$ cat src/rtl/nbt_pkg.sv
package nbt_pkg;
  typedef enum logic [3:0] {
    S_IDLE, S_START, S_ADDR, S_SIZE, S_WLO, S_WHI,
    S_TAR0, S_TAR1, S_SYNC, S_RLO, S_RHI, S_ENDTAR
  } nbt_state_e;

  localparam logic [3:0] START_RD = 4'hD;
  localparam logic [3:0] START_WR = 4'hE;
  localparam logic [3:0] NIB_SYNC = 4'h0;
  localparam logic [3:0] NIB_TAR  = 4'hF;
  localparam logic [3:0] SIZE_ONE = 4'h0;
endpackage

$ cat src/rtl/nbt_seq.sv
module nbt_seq
  import nbt_pkg::*;
#(
  parameter int ADDR_NIBS = 7
) (
  input  logic       clk_i,
  input  logic       rst_ni,
  input  logic       frame_ni,
  input  logic [3:0] bus_i,
  input  logic [3:0] strap_i,
  output nbt_state_e state_o,
  output logic       is_wr_o
);
  localparam int CNT_W = (ADDR_NIBS > 1) ? $clog2(ADDR_NIBS) : 1;
  localparam logic [CNT_W-1:0] CNT_LAST = CNT_W'(ADDR_NIBS - 1);

  nbt_state_e st_q, st_d;
  logic [3:0] start_q;
  logic [CNT_W-1:0] cnt_q;
  logic wr_q;
  logic start_ok;

  assign start_ok = (start_q == START_RD) || (start_q == START_WR);

  always_comb begin
    st_d = st_q;
    if (!frame_ni) begin
      st_d = S_START;
    end else begin
      unique case (st_q)
        S_IDLE:   st_d = S_IDLE;
        S_START:  st_d = (start_ok && bus_i == strap_i) ? S_ADDR : S_IDLE;
        S_ADDR:   if (cnt_q == CNT_LAST) st_d = S_SIZE;
        S_SIZE:   st_d = (bus_i != SIZE_ONE) ? S_IDLE : (wr_q ? S_WLO : S_TAR0);
        S_WLO:    st_d = S_WHI;
        S_WHI:    st_d = S_TAR0;
        S_TAR0:   st_d = S_TAR1;
        S_TAR1:   st_d = S_SYNC;
        S_SYNC:   st_d = wr_q ? S_ENDTAR : S_RLO;
        S_RLO:    st_d = S_RHI;
        S_RHI:    st_d = S_ENDTAR;
        S_ENDTAR: st_d = S_IDLE;
        default:  st_d = S_IDLE;
      endcase
    end
  end

  always_ff @(posedge clk_i or negedge rst_ni) begin
    if (!rst_ni) begin
      st_q    <= S_IDLE;
      start_q <= 4'h0;
      cnt_q   <= '0;
      wr_q    <= 1'b0;
    end else begin
      st_q <= st_d;
      if (!frame_ni) start_q <= bus_i;
      if (frame_ni && st_q == S_START) begin
        wr_q  <= (start_q == START_WR);
        cnt_q <= '0;
      end else if (frame_ni && st_q == S_ADDR) begin
        cnt_q <= cnt_q + 1'b1;
      end
    end
  end

  assign state_o = st_q;
  assign is_wr_o = wr_q;
endmodule

$ cat src/rtl/nbt_data.sv
module nbt_data
  import nbt_pkg::*;
#(
  parameter int ADDR_W = 20
) (
  input  logic              clk_i,
  input  logic              rst_ni,
  input  logic              frame_ni,
  input  nbt_state_e        state_i,
  input  logic              is_wr_i,
  input  logic [3:0]        bus_i,
  input  logic [7:0]        rdata_i,
  output logic [ADDR_W-1:0] addr_o,
  output logic [7:0]        wdata_o,
  output logic [7:0]        rdata_o
);
  logic [ADDR_W-1:0] addr_q;
  logic [7:0] wdata_q, rdata_q;

  // shifting keeps only the decoded low bits; upper nibbles fall off
  always_ff @(posedge clk_i or negedge rst_ni) begin
    if (!rst_ni) begin
      addr_q  <= '0;
      wdata_q <= 8'h00;
      rdata_q <= 8'h00;
    end else if (frame_ni) begin
      unique case (state_i)
        S_ADDR:  addr_q <= {addr_q[ADDR_W-5:0], bus_i};
        S_WLO:   wdata_q[3:0] <= bus_i;
        S_WHI:   wdata_q[7:4] <= bus_i;
        S_TAR1:  if (!is_wr_i) rdata_q <= rdata_i;
        default: ;
      endcase
    end
  end

  assign addr_o  = addr_q;
  assign wdata_o = wdata_q;
  assign rdata_o = rdata_q;
endmodule

$ cat src/rtl/nbt_drv.sv
module nbt_drv
  import nbt_pkg::*;
(
  input  logic       frame_ni,
  input  nbt_state_e state_i,
  input  logic [7:0] rdata_i,
  output logic [3:0] bus_o,
  output logic       bus_oe_o
);
  logic drive;

  always_comb begin
    drive = 1'b1;
    bus_o = NIB_TAR;
    unique case (state_i)
      S_TAR1, S_ENDTAR: bus_o = NIB_TAR;
      S_SYNC:           bus_o = NIB_SYNC;
      S_RLO:            bus_o = rdata_i[3:0];
      S_RHI:            bus_o = rdata_i[7:4];
      default:          drive = 1'b0;
    endcase
  end

  // a low strobe releases the bus in the same clock
  assign bus_oe_o = drive && frame_ni;
endmodule

$ cat src/rtl/nbt_target.sv
module nbt_target
  import nbt_pkg::*;
#(
  parameter int DENSITY_MBIT = 8,
  parameter int ADDR_NIBS    = 7,
  localparam int ADDR_W      = $clog2(DENSITY_MBIT) + 17
) (
  input  logic              clk_i,
  input  logic              rst_ni,
  input  logic              frame_ni,
  input  logic [3:0]        bus_i,
  output logic [3:0]        bus_o,
  output logic              bus_oe_o,
  input  logic [3:0]        strap_i,
  output logic              mem_req_o,
  output logic              mem_we_o,
  output logic [ADDR_W-1:0] mem_addr_o,
  output logic [7:0]        mem_wdata_o,
  input  logic [7:0]        mem_rdata_i
);
  nbt_state_e state;
  logic       is_wr;
  logic [7:0] rdata_q;

  nbt_seq #(.ADDR_NIBS(ADDR_NIBS)) u_seq (
    .clk_i(clk_i), .rst_ni(rst_ni), .frame_ni(frame_ni), .bus_i(bus_i),
    .strap_i(strap_i), .state_o(state), .is_wr_o(is_wr)
  );

  nbt_data #(.ADDR_W(ADDR_W)) u_data (
    .clk_i(clk_i), .rst_ni(rst_ni), .frame_ni(frame_ni), .state_i(state),
    .is_wr_i(is_wr), .bus_i(bus_i), .rdata_i(mem_rdata_i),
    .addr_o(mem_addr_o), .wdata_o(mem_wdata_o), .rdata_o(rdata_q)
  );

  nbt_drv u_drv (
    .frame_ni(frame_ni), .state_i(state), .rdata_i(rdata_q),
    .bus_o(bus_o), .bus_oe_o(bus_oe_o)
  );

  assign mem_req_o = frame_ni && (state == S_TAR0);
  assign mem_we_o  = is_wr;
endmodule

$ cat config.mk
export PLATFORM = sky130hd
export DESIGN_NAME = nbt_target
export DESIGN_NICKNAME = d
export VERILOG_FILES = /design/src/rtl/nbt_pkg.sv /design/src/rtl/nbt_seq.sv /design/src/rtl/nbt_data.sv /design/src/rtl/nbt_drv.sv /design/src/rtl/nbt_target.sv
export SDC_FILE = /design/constraint.sdc
export NUM_CORES = 1
export LEC_CHECK = 0
export BUFFER_PORTS_ARGS = -buffer_cell sky130_fd_sc_hd__buf_2
export CORE_ASPECT_RATIO = 0.5
export CORE_MARGIN = 8
export CORE_UTILIZATION = 52
export CTS_CLUSTER_DIAMETER = 30
export DETAILED_ROUTE_END_ITERATION = 6
export HOLD_SLACK_MARGIN = 0.15
export PLACE_DENSITY = 0.79
export SETUP_SLACK_MARGIN = 0.1
export SLEW_MARGIN = 20
export SYNTH_ARGS = -nofsm -noshare
export SYNTH_HDL_FRONTEND = slang
export SYNTH_SLANG_ARGS = --single-unit
$ cat constraint.sdc
create_clock -name clk_i -period 2 [get_ports clk_i]
set_input_delay 0.1 -clock clk_i [delete_from_list [all_inputs] [get_ports clk_i]]
set_output_delay 0.1 -clock clk_i [all_outputs]
set_load 0.05 [all_outputs]
======== Word level (Yosys, flattened, before mapping) ========
Cells that the tools add are included.
storage, ports and cells
  bits in latches ......................... 0
  output and inout bits ................... 35
  bits of input ports ..................... 19
  memories ................................ 0
  logic and storage cells ................. 50
  bits in registers ....................... 48
  ROM bits ................................ 0
  memory bits (writable) .................. 0
operators by class
  add/sub/neg operators ................... 1
  $mul .................................... 0
  eq/ne operators ......................... 16
  div/mod/pow operators ................... 0
  mux-type cells .......................... 11
  bitwise gates (word level) .............. 1
  shifts and indexed selects .............. 0
  order comparisons ....................... 0
  reduce and logical (&&, ||, !) cells .... 13
operators by type and width
  operator                                                                count
  4-bit case mux with 10 select lines                                     1
  4-bit equality test (second input constant)                             6
  4-bit by 3-bit equality test with 1-bit output (second input constant)  4
  4-bit two-way mux                                                       3
  4-bit case mux with 3 select lines                                      1
  4-bit by 2-bit equality test with 1-bit output (second input constant)  2
  2-bit two-way mux                                                       3
  3-bit two-way mux                                                       2
  2-bit AND reduction                                                     3
  1-bit logical AND                                                       5
  5-bit OR reduction                                                      1
  4-bit by 1-bit equality test with 1-bit output (second input constant)  1
  4-bit equality test                                                     1
  4-bit nonzero test                                                      1
  3-bit by 1-bit adder with 3-bit output (second input constant)          1
  3-bit equality test (second input constant)                             1
  3-bit inequality test (second input constant)                           1
  3-bit AND reduction                                                     1
  2-bit nonzero test                                                      1
  1-bit logical OR                                                        1
  1-bit two-way mux                                                       1
  1-bit inverter                                                          1

======== Logic depth before layout (Yosys ltp) ========
Gate-level depths: netlist of the first run.
  depth after elaboration ................. 6
  gate-level depth with buffers ........... 7
  mapped depth without buffers ............ 7

======== Cells and area by module ========
From an unflattened synthesis of the first run, not the netlist that was laid out.
unflattened totals
  cells, all modules ...................... 172
  area total of the unflattened synthesis .. 2227.1 sq um
modules (own cells, without submodules)
  module      cells an instance  times used  sequential area each (sq um)  area each (sq um)
  nbt_data    81                 1           900.9                         1388.8
  nbt_seq     73                 1           300.3                         735.7
  nbt_drv     16                 1           0.0                           90.1
  nbt_target  2                  1           0.0                           12.5

======== Least setup slack after synthesis of the first run ========
Ideal clock, no wire load.
  path type ............................... register to output
  start ................................... reg u_seq.st_q[1] (netlist: u_seq.state_o[1])
  end ..................................... out bus_o[0]
  arrival ................................. 1.913 ns
  path slack .............................. -0.013 ns
  buffers on the path ..................... 2
  stages on the path, launching flop included .. 5
  required time ........................... 1.900 ns
  cells stage by stage .................... dfrtp_1 -> buf_2 -> clkbuf_1 -> a21oi_1 -> o21ai_0
between the ends
  word-level cells in the longest chain between the ends .. 2
  elaborated cells on any way between the ends .. 4
  those cells by class .................... 3 x eq/ne; 1 x mux
RTL lines
  item                                    line              text
  from (decl)                             nbt_seq.sv:17     nbt_state_e st_q, st_d;
  from (signal assigned)                  nbt_seq.sv:55     st_q <= st_d;
  4-bit equality test                     nbt_drv.sv:15     unique case (state_i)
  4-bit case mux with 3 select lines (*)  nbt_drv.sv:15
  to (decl)                               nbt_target.sv:12  output logic [3:0] bus_o,
Every way passes the cells marked *; elsewhere a longest branch is shown, timed or not.

======== Worst setup path after layout of the first run ========
  start ................................... reg u_seq.st_q[3] (netlist: u_seq.state_o[3])
  end ..................................... reg u_data.rdata_q[0] (netlist: u_data.rdata_o[0])
between the ends
  word-level cells in the longest chain between the ends .. 2
RTL lines
  item                                            line            text
  4-bit by 3-bit equality test with 1-bit output  nbt_data.sv:27  unique case (state_i)
  3-bit AND reduction (no line)                   -
  to (signal assigned)                            nbt_data.sv:31  S_TAR1: if (!is_wr_i) rdata_q <= rdata_i;
  to (decl)                                       nbt_data.sv:18  logic [7:0] wdata_q, rdata_q;
No other way between the ends.
A chain may end at the register's enable or synchronous reset.

==> metrics.md, run 1 <==
| Metric | Value |
|---|---|
| Largest net degree at the start of global routing | `49` |
| CTS tree | `built` |
| Overall Power | `1.899 mW` |
| Die X | `106.2 um` |
| Sw Ratio | `0.2263` |
| Clock Latency Late Sink | `0.31 ns` |
| Internal power | `1.469 mW` |
| Root Buffer | `clkbuf_8` |
| Hold crit path type | `in -> reg` |
| Crit Path Category | `reg -> reg` |
| Clk sinks | `48` |
| Register area | `1201 um2` |
| Number of fill cells | `290` |
| Gp weighted congestion | `0.7966` |
| Dpl hpwl | `3.226 mm` |
| Vias in the first global route | `1,587` |
| Worst-path clk slew | `0.09 ns` |
| # IOs | `54` |
| Antenna-violating nets left | `0` |
| Via count | `1,528` |
| Max Slew Vio Count | `0` |
| Clock share of power | `0.390` |
| Tcrit/Tclk final | `0.8719` |
| Final setup fails | `0` |
| Top cell type's share of synthesized area | `0.5677` |
| CP Capture Type | `flop` |
| Total GRT Usage | `0.1470` |
| DRT Pass-1 Iters | `4` |
| Final hold violations | `0` |
| Clk buf depth | `2` |
| VDD IR max | `0.0003407 V` |
| RSZ-0062 raised after global routing | `false` |
| Post-DR wirelength/cell | `15.45 um` |
| Sequential Power Share | `0.532` |
| Syn. warnings | `0` |
| Gate Count Post-Synth | `165` |
| Register area share after synthesis | `0.5677` |
| Post-layout min period | `1.744 ns` |
| Setup TNS | `0 ns` |
| Worst hold slack | `0.1850 ns` |
| Gate power share | `0.078` |
| Critical path origin | `u_seq.state_o[3]$_DFFE_PN0P_` |
| Post-Syn Area per Cell | `12.82 um2` |
| Dpl ws | `0.2642 ns` |
| Grt ovf | `0` |
| Share of layout cells above drive strength 1 | `0.4664` |
| Synth area leader | `dfrtp_1` |
| Reg-to-Reg Start | `u_seq.state_o[3]$_DFFE_PN0P_` |
| Clock skew | `0.008692 ns` |
| P&R area growth vs syn | `28.33%` |
| Startpoint Class | `flop` |
| Fin worst setup slack | `0.2561 ns` |
| Wire length of the first global-routing pass | `7.541 mm` |
| Vias/cell | `5.233` |
| Area after DPL | `2464 um2` |
| Residual DRC | `0` |
| FMAX | `573.4 MHz` |
| FF-to-FF path depth | `4` |
| Die Height | `61.11 um` |
| Psw | `0.4296 mW` |
| Worst-path maximum fanout | `8` |
| R2R setup slack | `0.26 ns` |
| Syn_nets | `186` |
| Synth area leaders | `dfrtp_1 (57%), mux2_2 (22%), nor2_1 (1.8%)` |
| Status | `finished clean` |
| CP endpoint | `u_data.rdata_o[0]$_DFFE_PN0P_` |
| Initial Utilization | `0.5420` |
| FF-to-FF End | `u_data.rdata_o[0]$_DFFE_PN0P_` |
| Arrival @ worst endpoint | `1.93 ns` |
| Initial antenna violation count | `0` |
| Slew @ Worst Pin | `0.5774 ns` |
| Footprint of the multi-input gates | `873.3 um2` |
| Synth Cell Area | `2116 um2` |
| Total Nets Final | `258` |
| Setup Fix Bufs, Post-CTS | `0` |
| Routed Wire Length | `4.511 mm` |
| Ant diodes | `0` |
| Die area | `6490 um2` |
| Starting DRT DRC Count | `89` |
| Slew HR | `0.6150` |
| Final cell area excluding filler cells | `2715 um2` |
| Core outline area | `3904 um2` |
| Rows | `16` |
| Buffers on Ports | `53` |
| H-tree depth | `2` |
| Post-synth cell types | `31` |
| Lkg Pwr | `1.418 nW` |
| Yosys reg bits | `48` |
| Crit path required time | `2.19 ns` |
| TritonCTS Buffers | `5` |
| Max_cap viols | `0` |
| Power Density | `699.3 nW/um2` |
-- worst max-delay path, stage by stage, from the launching register on --
cell and delay, ns:
dfrtp_1 0.44, and2b_1 0.26, nand2_1 0.12, nor3b_4 0.41, mux2_2 0.39
-- layer usage --
metal  vias up  wire [um]  global-route usage
met4         0         58             0.06733
met2        35       2306              0.2597
met3         7        228             0.04489
met1       765       1918              0.1654
met5         -          0                   0
li1        721          -                   -
-- power groups by stage --
stage | Clock [mW] | Combinational [mW] | Sequential (mW)
after floorplan | 0 | 0.0502 | 1.04
after global placement | 0 | 0.125 | 1.03
after detailed placement | 0 | 0.129 | 1.03
after CTS | 0.769 | 0.149 | 1.01
after global routing | 0.790 | 0.163 | 1.01
final | 0.740 | 0.148 | 1.01
-- final cells by class --
class / count / share of cell area
inverter: 5 / 0.006912
tap: 54 / 0.02488
multi-input combinational: 106 / 0.3217
timing repair buffer: 71 / 0.1594
clock inverter: 2 / 0.01429
clock buffer: 6 / 0.03041
sequential: 48 / 0.4424
-- through the flow --
step / instances / utilization
floorplan: 165 / -
global placement: 271 / 0.6311
detailed placement: 271 / 0.6311
CTS: 292 / 0.6955
global route: 292 / 0.6955
finish: 292 / 0.6955
-- flip-flops by register name (all words and copies together) (netlist names) --
register,cells
u_seq.start_q,4
u_seq.state_o,4
u_seq.cnt_q,3
u_data.wdata_o,8
u_data.addr_o,20
u_seq.is_wr_o,1
u_data.rdata_o,8
-- Yosys cell counts --
| cell | n |
|---|---|
| nand3_1 | 1 |
| a21oi_1 | 7 |
| nand4_1 | 1 |
| clkbuf_1 | 2 |
| o21a_1 | 1 |
| inv_1 | 5 |
| nor3b_4 | 1 |
| nor2b_1 | 1 |
| nand2_1 | 7 |
| and2_1 | 1 |
| nor4_1 | 2 |
| mux2_2 | 41 |
| o21ai_0 | 7 |
| and4b_1 | 1 |
| o22ai_1 | 1 |
| ha_1 | 2 |
| o211ai_1 | 1 |
| nor3b_1 | 1 |
| or4_1 | 1 |
| and2b_1 | 2 |
| or3_1 | 1 |
| xnor2_1 | 4 |
| xor2_1 | 3 |
| nor2_1 | 10 |
| a21bo_2 | 1 |
| a21boi_0 | 2 |
| dfrtp_1 | 48 |
| buf_2 | 4 |
| nand4_2 | 1 |
| and3_1 | 1 |
| nor3_1 | 4 |
-- cell families (layout without fill, tap and decap cells) --
group | count (synthesis) | after routing | synth area share
flops | 48 | 48 | 0.5677
buf+inv | 11 | 84 | 0.02188
simple gates | 36 | 36 | 0.09640
fa+ha+maj | 2 | 2 | 0.01183
compound gates | 20 | 20 | 0.05500
xor+xnor | 7 | 7 | 0.02898
mux | 41 | 41 | 0.2182
-- worst min-delay path by stage --
stage | startpoint | end | slack (ns) | cells past startpoint
after global placement | rst_ni | u_data.addr_o[16]$_DFFE_PN0P_ | 0.22 | 2
after floorplan | rst_ni | u_data.addr_o[0]$_DFFE_PN0P_ | -0.20 | 0
final | frame_ni | u_seq.state_o[3]$_DFFE_PN0P_ | 0.19 | 2
after detailed placement | rst_ni | u_data.addr_o[12]$_DFFE_PN0P_ | 0.24 | 2
after CTS | frame_ni | u_seq.state_o[3]$_DFFE_PN0P_ | 0.17 | 2
after global routing | frame_ni | u_seq.state_o[3]$_DFFE_PN0P_ | 0.18 | 2
-- cell usage in the layout (no fill, tap or decap), types with 2 or more instances in the layout --
cell type,count
ha_1,2
xor2_1,3
o21ai_1,4
and2b_1,2
mux2_2,41
nor3_1,4
clkbuf_8,6
buf_4,5
nand2_1,7
dfrtp_1,48
inv_1,5
nor2_1,10
xnor2_1,4
a21oi_1,7
nor4_1,2
buf_2,53
o21ai_0,3
dlygate4sd3_1,13
-- timing repair --
item                                   4_1_cts  5_1_grt
hold buffers                                13        0
resized for setup                            0        0
endpoints found under the hold margin       72        0
Power figures use the tool's default switching activity.
==> inputs of run 2 (changes only) <==
--- a/config.mk
+++ b/config.mk
@@ -6,15 +6,15 @@
 export NUM_CORES = 1
 export LEC_CHECK = 0
 export BUFFER_PORTS_ARGS = -buffer_cell sky130_fd_sc_hd__buf_2
-export CORE_ASPECT_RATIO = 0.5
 export CORE_MARGIN = 8
-export CORE_UTILIZATION = 52
+export CORE_UTILIZATION = 53
 export CTS_CLUSTER_DIAMETER = 30
 export DETAILED_ROUTE_END_ITERATION = 6
 export HOLD_SLACK_MARGIN = 0.15
-export PLACE_DENSITY = 0.79
+export PLACE_DENSITY_LB_ADDON = 0.1
 export SETUP_SLACK_MARGIN = 0.1
 export SLEW_MARGIN = 20
 export SYNTH_ARGS = -nofsm -noshare
 export SYNTH_HDL_FRONTEND = slang
+export SYNTH_HIERARCHICAL = 1
 export SYNTH_SLANG_ARGS = --single-unit
==> run 2 against run 1 <==
  * Synthesized cell count grew 4.2%
  * Setup slack lost 0.064 ns
  * Combinational power grew 11%
  * Flip-flop and latch count is the same
==> metrics.md, run 2 <==
| Metric | Value |
|---|---|
| FF-to-FF End | `u_data/addr_o[0]$_DFFE_PN0P_` |
| VDD IR max | `0.0005849 V` |
| Synth Cell Area | `2227 um2` |
| Synth area leaders | `dfrtp_1 (54%), mux2_2 (20%), a21oi_1 (2.2%)` |
| Final setup fails | `0` |
| Final hold violations | `0` |
| Hold crit path type | `in -> reg` |
| Dominant synthesized flop cell | `dfrtp_1` |
| Post-synth EDFFs | `0` |
| Lkg Pwr | `1.411 nW` |
| Startpoint Class | `flop` |
| Max_cap viols | `0` |
| Top cell type's share of synthesized area | `0.5393` |
| Slowest stage delay, CP | `0.56 ns` |
| H-tree depth | `2` |
| Syn. warnings | `6` |
| Vias/cell | `5.440` |
| Post-Syn Area per Cell | `12.95 um2` |
| Grt ovf | `0` |
| Adder-cell share of the synthesized area | `0.01124` |
| Setup Fix Bufs, Post-CTS | `0` |
| FMAX | `553.3 MHz` |
| Gate Count Post-Synth | `172` |
| Compound-Gate Fraction of Synth Area | `0.08315` |
| Residual DRC | `0` |
| Slew @ Worst Pin | `0.6279 ns` |
| Max Slew Vio Count | `0` |
| Status | `finished clean` |
| Commonest cells in the synthesized netlist | `dfrtp_1 (48), mux2_2 (40), a21oi_1 (10), o21ai_0 (10), nor2_1 (7)` |
| Yosys reg bits | `48` |
| Simple-Gate Fraction of Synth Area | `0.1135` |
| Kind of cell adding the most delay to the critical path | `flip-flops` |
| P&R area growth vs syn | `24.66%` |
| Antenna-violating nets left | `0` |
| Most frequent cell after synthesis | `dfrtp_1` |
| Gp weighted congestion | `0.7689` |
| Root Buffer | `clkbuf_8` |
| Share of layout cells above drive strength 1 | `0.4650` |
| Initial antenna violation count | `0` |
| Clock Latency Late Sink | `0.29 ns` |
| RSZ-0062 raised after global routing | `false` |
| DRT Pass-1 Iters | `4` |
| Reg-to-Reg Start | `u_seq/state_o[1]$_DFFE_PN0P_` |
| Tcrit/Tclk final | `0.9037` |
| Initial Utilization | `0.5528` |
| Worst-path clk slew | `0.09 ns` |
| Largest net degree at the start of global routing | `30` |
| Rows | `23` |
| Via count | `1,594` |
| Syn_nets | `193` |
| FF-to-FF path depth | `3` |
| R2R setup slack | `0.28 ns` |
| Synth area leader | `dfrtp_1` |
| Starting DRT DRC Count | `62` |
| Largest family of logic cells by synthesized area | `multiplexers` |
| Overall Power | `1.778 mW` |
| Slew HR | `0.5814` |
| Most frequent cells in the layout | `buf_2 (53), dfrtp_1 (48), mux2_2 (40), dlygate4sd3_1 (13)` |
| CP Capture Type | `output pin` |
| Vias in the first global route | `1,761` |
| Clk buf depth | `2` |
| Dpl hpwl | `3.547 mm` |
| Worst path slowest cell | `dfrtp_1` |
| Crit Path Category | `reg -> out` |
| Power Density | `640.3 nW/um2` |
| Die Height | `80.83 um` |
| Commonest non-fill, non-tap cell in the layout | `buf_2` |
| Wire length of the first global-routing pass | `8.176 mm` |
| Routed Wire Length | `4.881 mm` |
| # IOs | `54` |
| Total Nets Final | `263` |
| Cell Chain, Critical Path | `buf_4, a21oi_1, o21ai_0, buf_2` |
| Register area share after synthesis | `0.5393` |
| Post-layout min period | `1.807 ns` |
| CTS tree | `built` |
| Ant diodes | `0` |
| Die area | `6533 um2` |
| Synth Area in XOR/XNOR | `0.02360` |
| Core outline area | `4029 um2` |
| Total GRT Usage | `0.1559` |
| Hold Crit Depth | `2` |
| Multiplexer share of the synthesized area | `0.2022` |
| Worst Path Buf+Inv | `2` |
| Buffers on Ports | `53` |
| Async S/R FF share, synth | `1.000` |
| HP Start | `bus_i[1]` |
| Worst-path maximum fanout | `15` |
| Clock skew | `0.007927 ns` |
| Arrival @ worst endpoint | `1.71 ns` |
| Die X | `80.83 um` |
| Setup TNS | `0 ns` |
| Post-synth cell types | `38` |
| Crit path required time | `1.90 ns` |
| Endpoint, Worst Hold | `u_data/addr_o[1]$_DFFE_PN0P_` |
| Max reg flops | `20` |
| Post-DR wirelength/cell | `16.66 um` |
| TritonCTS Buffers | `5` |
| Clk sinks | `48` |
-- run 2: report_power, final --
group	switching [mW]	total [mW]	internal (mW)
registers	0.0240	1.02	0.991
clock network	0.315	0.597	0.283
logic	0.0913	0.165	0.0737
total	0.430	1.78	1.35
-- run 2: metrics by stage --
stage	hold slack (ns)	instances	utilization	area, um2	setup slack (ns)
global route	0.1632	293	0.6891	2776	0.1048
finish	0.1659	293	0.6891	2776	0.1926
detailed placement	0.1618	272	0.6323	2547	0.3095
global placement	0.1420	272	0.6323	2547	0.3723
floorplan	-0.1956	172	-	2227	0.1366
CTS	0.1584	293	0.6885	2774	0.1677
-- run 2: worst max-delay path by stage --
stage / start / end / slack [ns] / cells after the start
2_1_floorplan: u_seq/state_o[0]$_DFFE_PN0P_ / bus_o[0] / 0.14 / 3
3_3_place_gp: u_seq/state_o[2]$_DFFE_PN0P_ / u_data/rdata_o[6]$_DFFE_PN0P_ / 0.37 / 3
3_5_place_dp: u_seq/state_o[2]$_DFFE_PN0P_ / u_data/rdata_o[4]$_DFFE_PN0P_ / 0.31 / 3
4_1_cts: u_seq/state_o[3]$_DFFE_PN0P_ / bus_oe_o / 0.17 / 4
5_1_grt: u_seq/state_o[0]$_DFFE_PN0P_ / bus_o[2] / 0.10 / 4
6_report: u_seq/state_o[0]$_DFFE_PN0P_ / bus_o[1] / 0.19 / 4
-- run 2: repair_timing --
item	CTS	global route
endpoints found under the setup margin	0	3
resized for setup	0	1
hold endpoints to repair	40	0
hold buffers	13	0
-- run 2: layout make-up --
type | count | area (um2)
flip-flops and latches | 48 | 1201
clock buffers | 6 | 82.58
multi-input cells | 113 | 968.4
well taps | 50 | 62.56
inverters | 2 | 7.507
clock inverters | 2 | 13.76
fillers | 329 | 1252
repair buffers | 72 | 440.4
-- run 2: per-layer routing --
layer	track usage	vias to the layer above	wire length, um
met2	0.2686	44	2398
met4	0.03214	0	26
li1	-	766	-
met1	0.1901	780	2179
met3	0.04415	4	275
met5	0	-	0
-- run 2: cells by family (layout without fill, tap and decap cells) --
kind of cell | after synthesis | in the layout
buffers and inverters | 11 | 82
muxes | 40 | 40
xor gates and xnor gates | 6 | 6
and+or+nand+nor | 36 | 36
DFF | 48 | 48
AOI/OAI and AO/OA | 29 | 29
adders and majority gates | 2 | 2
==> inputs of run 3 (changes only) <==
--- a/config.mk
+++ b/config.mk
@@ -5,9 +5,10 @@
 export SDC_FILE = /design/constraint.sdc
 export NUM_CORES = 1
 export LEC_CHECK = 0
+export ABC_AREA = 1
 export BUFFER_PORTS_ARGS = -buffer_cell sky130_fd_sc_hd__buf_2
 export CORE_MARGIN = 8
-export CORE_UTILIZATION = 53
+export CORE_UTILIZATION = 54
 export CTS_CLUSTER_DIAMETER = 30
 export DETAILED_ROUTE_END_ITERATION = 6
 export HOLD_SLACK_MARGIN = 0.15
==> run 3 against run 2 <==
  * Setup slack better by 0.16 ns
  * Non-clock buffer count stayed put
  * First-iteration DRC count is 82% higher
  * Design area is 7.3% higher
  * Maximum frequency is 9.8% higher
  * Power is 2.3% higher
  * Sequential power hardly changed
  * Cell count is 48% higher
  * Largest cell class unchanged
==> metrics.md, run 3 <==
| Metric | Value |
|---|---|
| Total Nets Final | `402` |
| Starting DRT DRC Count | `113` |
| VDD IR max | `0.0003087 V` |
| Post-layout min period | `1.646 ns` |
| Die area | `6902 um2` |
| Gp weighted congestion | `0.8188` |
| Arrival @ worst endpoint | `1.55 ns` |
| Slowest stage delay, CP | `0.59 ns` |
| Syn_nets | `334` |
| Non-filler instance count after layout | `434` |
| FMAX | `607.4 MHz` |
| Wire length of the first global-routing pass | `10.07 mm` |
| Post-DR wirelength/cell | `13.29 um` |
| Dpl hpwl | `4.141 mm` |
| Sequential Power Share | `0.547` |
| Die Height | `83.08 um` |
| Most used cell, CP | `nand2_1` |
| Core outline area | `4354 um2` |
| Gate power share | `0.082` |
| CP Capture Type | `output pin` |
| Synth Cell Area | `2430 um2` |
| Synth area leaders | `dfrtp_1 (49%), nand2_1 (17%), nand4_1 (6.2%)` |
| Clk buf depth | `2` |
| Most frequent cell after synthesis | `nand2_1` |
| Grt ovf | `0` |
| Status | `finished clean` |
| Buffers on Ports | `53` |
| Vias in the first global route | `2,132` |
| Power Density | `610.3 nW/um2` |
| Slew HR | `0.7348` |
| Max_cap viols | `0` |
| Layout Utilization | `0.6845` |
| Cell Chain, Critical Path | `nand2_1, inv_1, nand3_1, nand2_1, buf_2` |
| Initial Utilization | `0.5580` |
| Top cell type's share of synthesized area | `0.4943` |
| TritonCTS Buffers | `5` |
| Share of layout cells above drive strength 1 | `0.2199` |
| Syn. warnings | `6` |
| Final hold violations | `0` |
| Async S/R FF share, synth | `1.000` |
| Rows | `24` |
| Root Buffer | `clkbuf_8` |
| Psw | `0.4128 mW` |
| P&R area growth vs syn | `22.66%` |
| # IOs | `54` |
| Max reg flops | `20` |
| FF-to-FF path depth | `5` |
| Final cell area excluding filler cells | `2980 um2` |
| Synth area leader | `dfrtp_1` |
| CP endpoint | `bus_o[3]` |
| RSZ-0062 raised after global routing | `false` |
| Clock Latency Late Sink | `0.29 ns` |
| Hold Crit Depth | `6` |
| H-tree depth | `2` |
| Post-synth EDFFs | `0` |
| Fin worst setup slack | `0.3535 ns` |
| Startpoint Class | `flop` |
| Tcrit/Tclk final | `0.8232` |
| CTS tree | `built` |
| R2R setup slack | `0.59 ns` |
| Yosys reg bits | `48` |
| Worst-path clk slew | `0.08 ns` |
| Slew @ Worst Pin | `0.3978 ns` |
| Residual DRC | `0` |
| Die X | `83.08 um` |
| Final setup fails | `0` |
| Initial antenna violation count | `0` |
| Reg-to-Reg Start | `u_seq/state_o[0]$_DFFE_PN0P_` |
| Sw Ratio | `0.2269` |
| Post-synth cell types | `20` |
| Worst-path maximum fanout | `11` |
| Dpl ws | `0.6042 ns` |
| Commonest non-fill, non-tap cell in the layout | `nand2_1` |
| DRT Pass-1 Iters | `4` |
| Largest net degree at the start of global routing | `23` |
| Worst path slowest cell | `dfrtp_1` |
| Critical path origin | `u_seq/state_o[3]$_DFFE_PN0P_` |
| FF-to-FF End | `u_seq/cnt_q[0]$_DFFE_PN0P_` |
| Number of fill cells | `385` |
| Antenna-violating nets left | `0` |
| Commonest cells in the synthesized netlist | `nand2_1 (108), dfrtp_1 (48), inv_1 (30), nor2_1 (29), nand3_1 (27)` |
| Placed insts | `413` |
| Dominant synthesized flop cell | `dfrtp_1` |
| Total GRT Usage | `0.1713` |
| Routed Wire Length | `5.769 mm` |
| Via count | `2,196` |
| Hold crit path type | `in -> reg` |
| PostCTS Resize Cnt | `0` |
| Setup TNS | `0 ns` |
| Register area share after synthesis | `0.4943` |
| Clock skew | `0.004425 ns` |
| Max Slew Vio Count | `0` |
| Vias/cell | `5.060` |
| Clk sinks | `48` |
| Gate Count Post-Synth | `313` |
| Internal power | `1.406 mW` |
| Most frequent cells in the layout | `nand2_1 (108), buf_2 (53), dfrtp_1 (48), inv_1 (30), nor2_1 (29)` |
| Clock share of power | `0.371` |
| Lkg Pwr | `1.680 nW` |
| Post-Syn Area per Cell | `7.763 um2` |
| Crit path required time | `1.90 ns` |
| Crit Path Category | `reg -> out` |
| Ant diodes | `0` |
| Area after DPL | `2743 um2` |
-- run 3: changes by cell type after synthesis, moves of 5 or more --
cell	delta
a21oi_1	-5
buf_2	+5
inv_1	+28
mux2_2	-40
nand2_1	+103
nand3_1	+27
nand4_1	+23
nor2_1	+22
-- run 3: layout make-up --
type	count	area [um2]	area share
clock buffer	6	72.57	0.02435
multi-input combinational	220	1039	0.3484
clock inverter	2	35.03	0.01175
tap	52	65.06	0.02183
sequential	48	1201	0.4030
inverter	34	127.6	0.04282
timing repair buffer	72	440.4	0.1478
-- run 3: repair_timing --
| item | CTS | global route |
|---|---|---|
| setup buffers | 0 | 0 |
| hold buffers | 13 | 0 |
| endpoints found under the hold margin | 70 | 0 |
-- run 3: worst max-delay path: cells and delay by family, from the launching register on --
kind                   cells  cell delay [ns]
AND/OR/NAND/NOR            3             0.29
buffers and inverters      2             0.38
flip-flops                 1             0.59
-- run 3: layer usage --
metal	track usage	vias to the layer above	share of wire
li1	-	1134	-
met1	0.2185	999	0.47
met2	0.2751	56	0.47
met3	0.04492	7	0.053
met4	0.05431	0	0.013
met5	0	-	0
-- run 3: cells by family (layout without fill, tap and decap cells) --
| kind of cell | after synthesis | count (layout) | share of synthesized area |
|---|---|---|---|
| buf+inv | 45 | 114 | 0.07827 |
| flops | 48 | 48 | 0.4943 |
| xor+xnor | 2 | 2 | 0.007210 |
| simple gates | 202 | 202 | 0.3780 |
| compound gates | 14 | 14 | 0.03192 |
| fa+ha+maj | 2 | 2 | 0.01030 |
-- run 3: worst min path at each step --
stage	from	endpoint	slack, ns
floorplan	rst_ni	u_data/addr_o[0]$_DFFE_PN0P_	-0.20
global placement	rst_ni	u_data/addr_o[16]$_DFFE_PN0P_	0.01
detailed placement	rst_ni	u_data/addr_o[16]$_DFFE_PN0P_	0.02
CTS	strap_i[3]	u_seq/state_o[1]$_DFFE_PN0P_	0.21
global route	rst_ni	u_data/addr_o[16]$_DFFE_PN0P_	0.25
finish	strap_i[3]	u_seq/state_o[1]$_DFFE_PN0P_	0.22
-- run 3: power groups by stage --
stage	registers, mW	clock network, mW	logic [mW]
final	0.995	0.675	0.149
after global routing	0.998	0.731	0.168
after CTS	0.995	0.694	0.150
after detailed placement	1.01	0	0.131
after global placement	1.01	0	0.129
after floorplan	1.03	0	0.0496
-- run 3: per-stage QoR --
step,hold WS (ns),power [mW]
final,0.2153,1.819
after global routing,0.2471,1.898
after CTS,0.2144,1.840
after detailed placement,0.02137,1.145
after global placement,0.01401,1.143
after floorplan,-0.1956,1.080
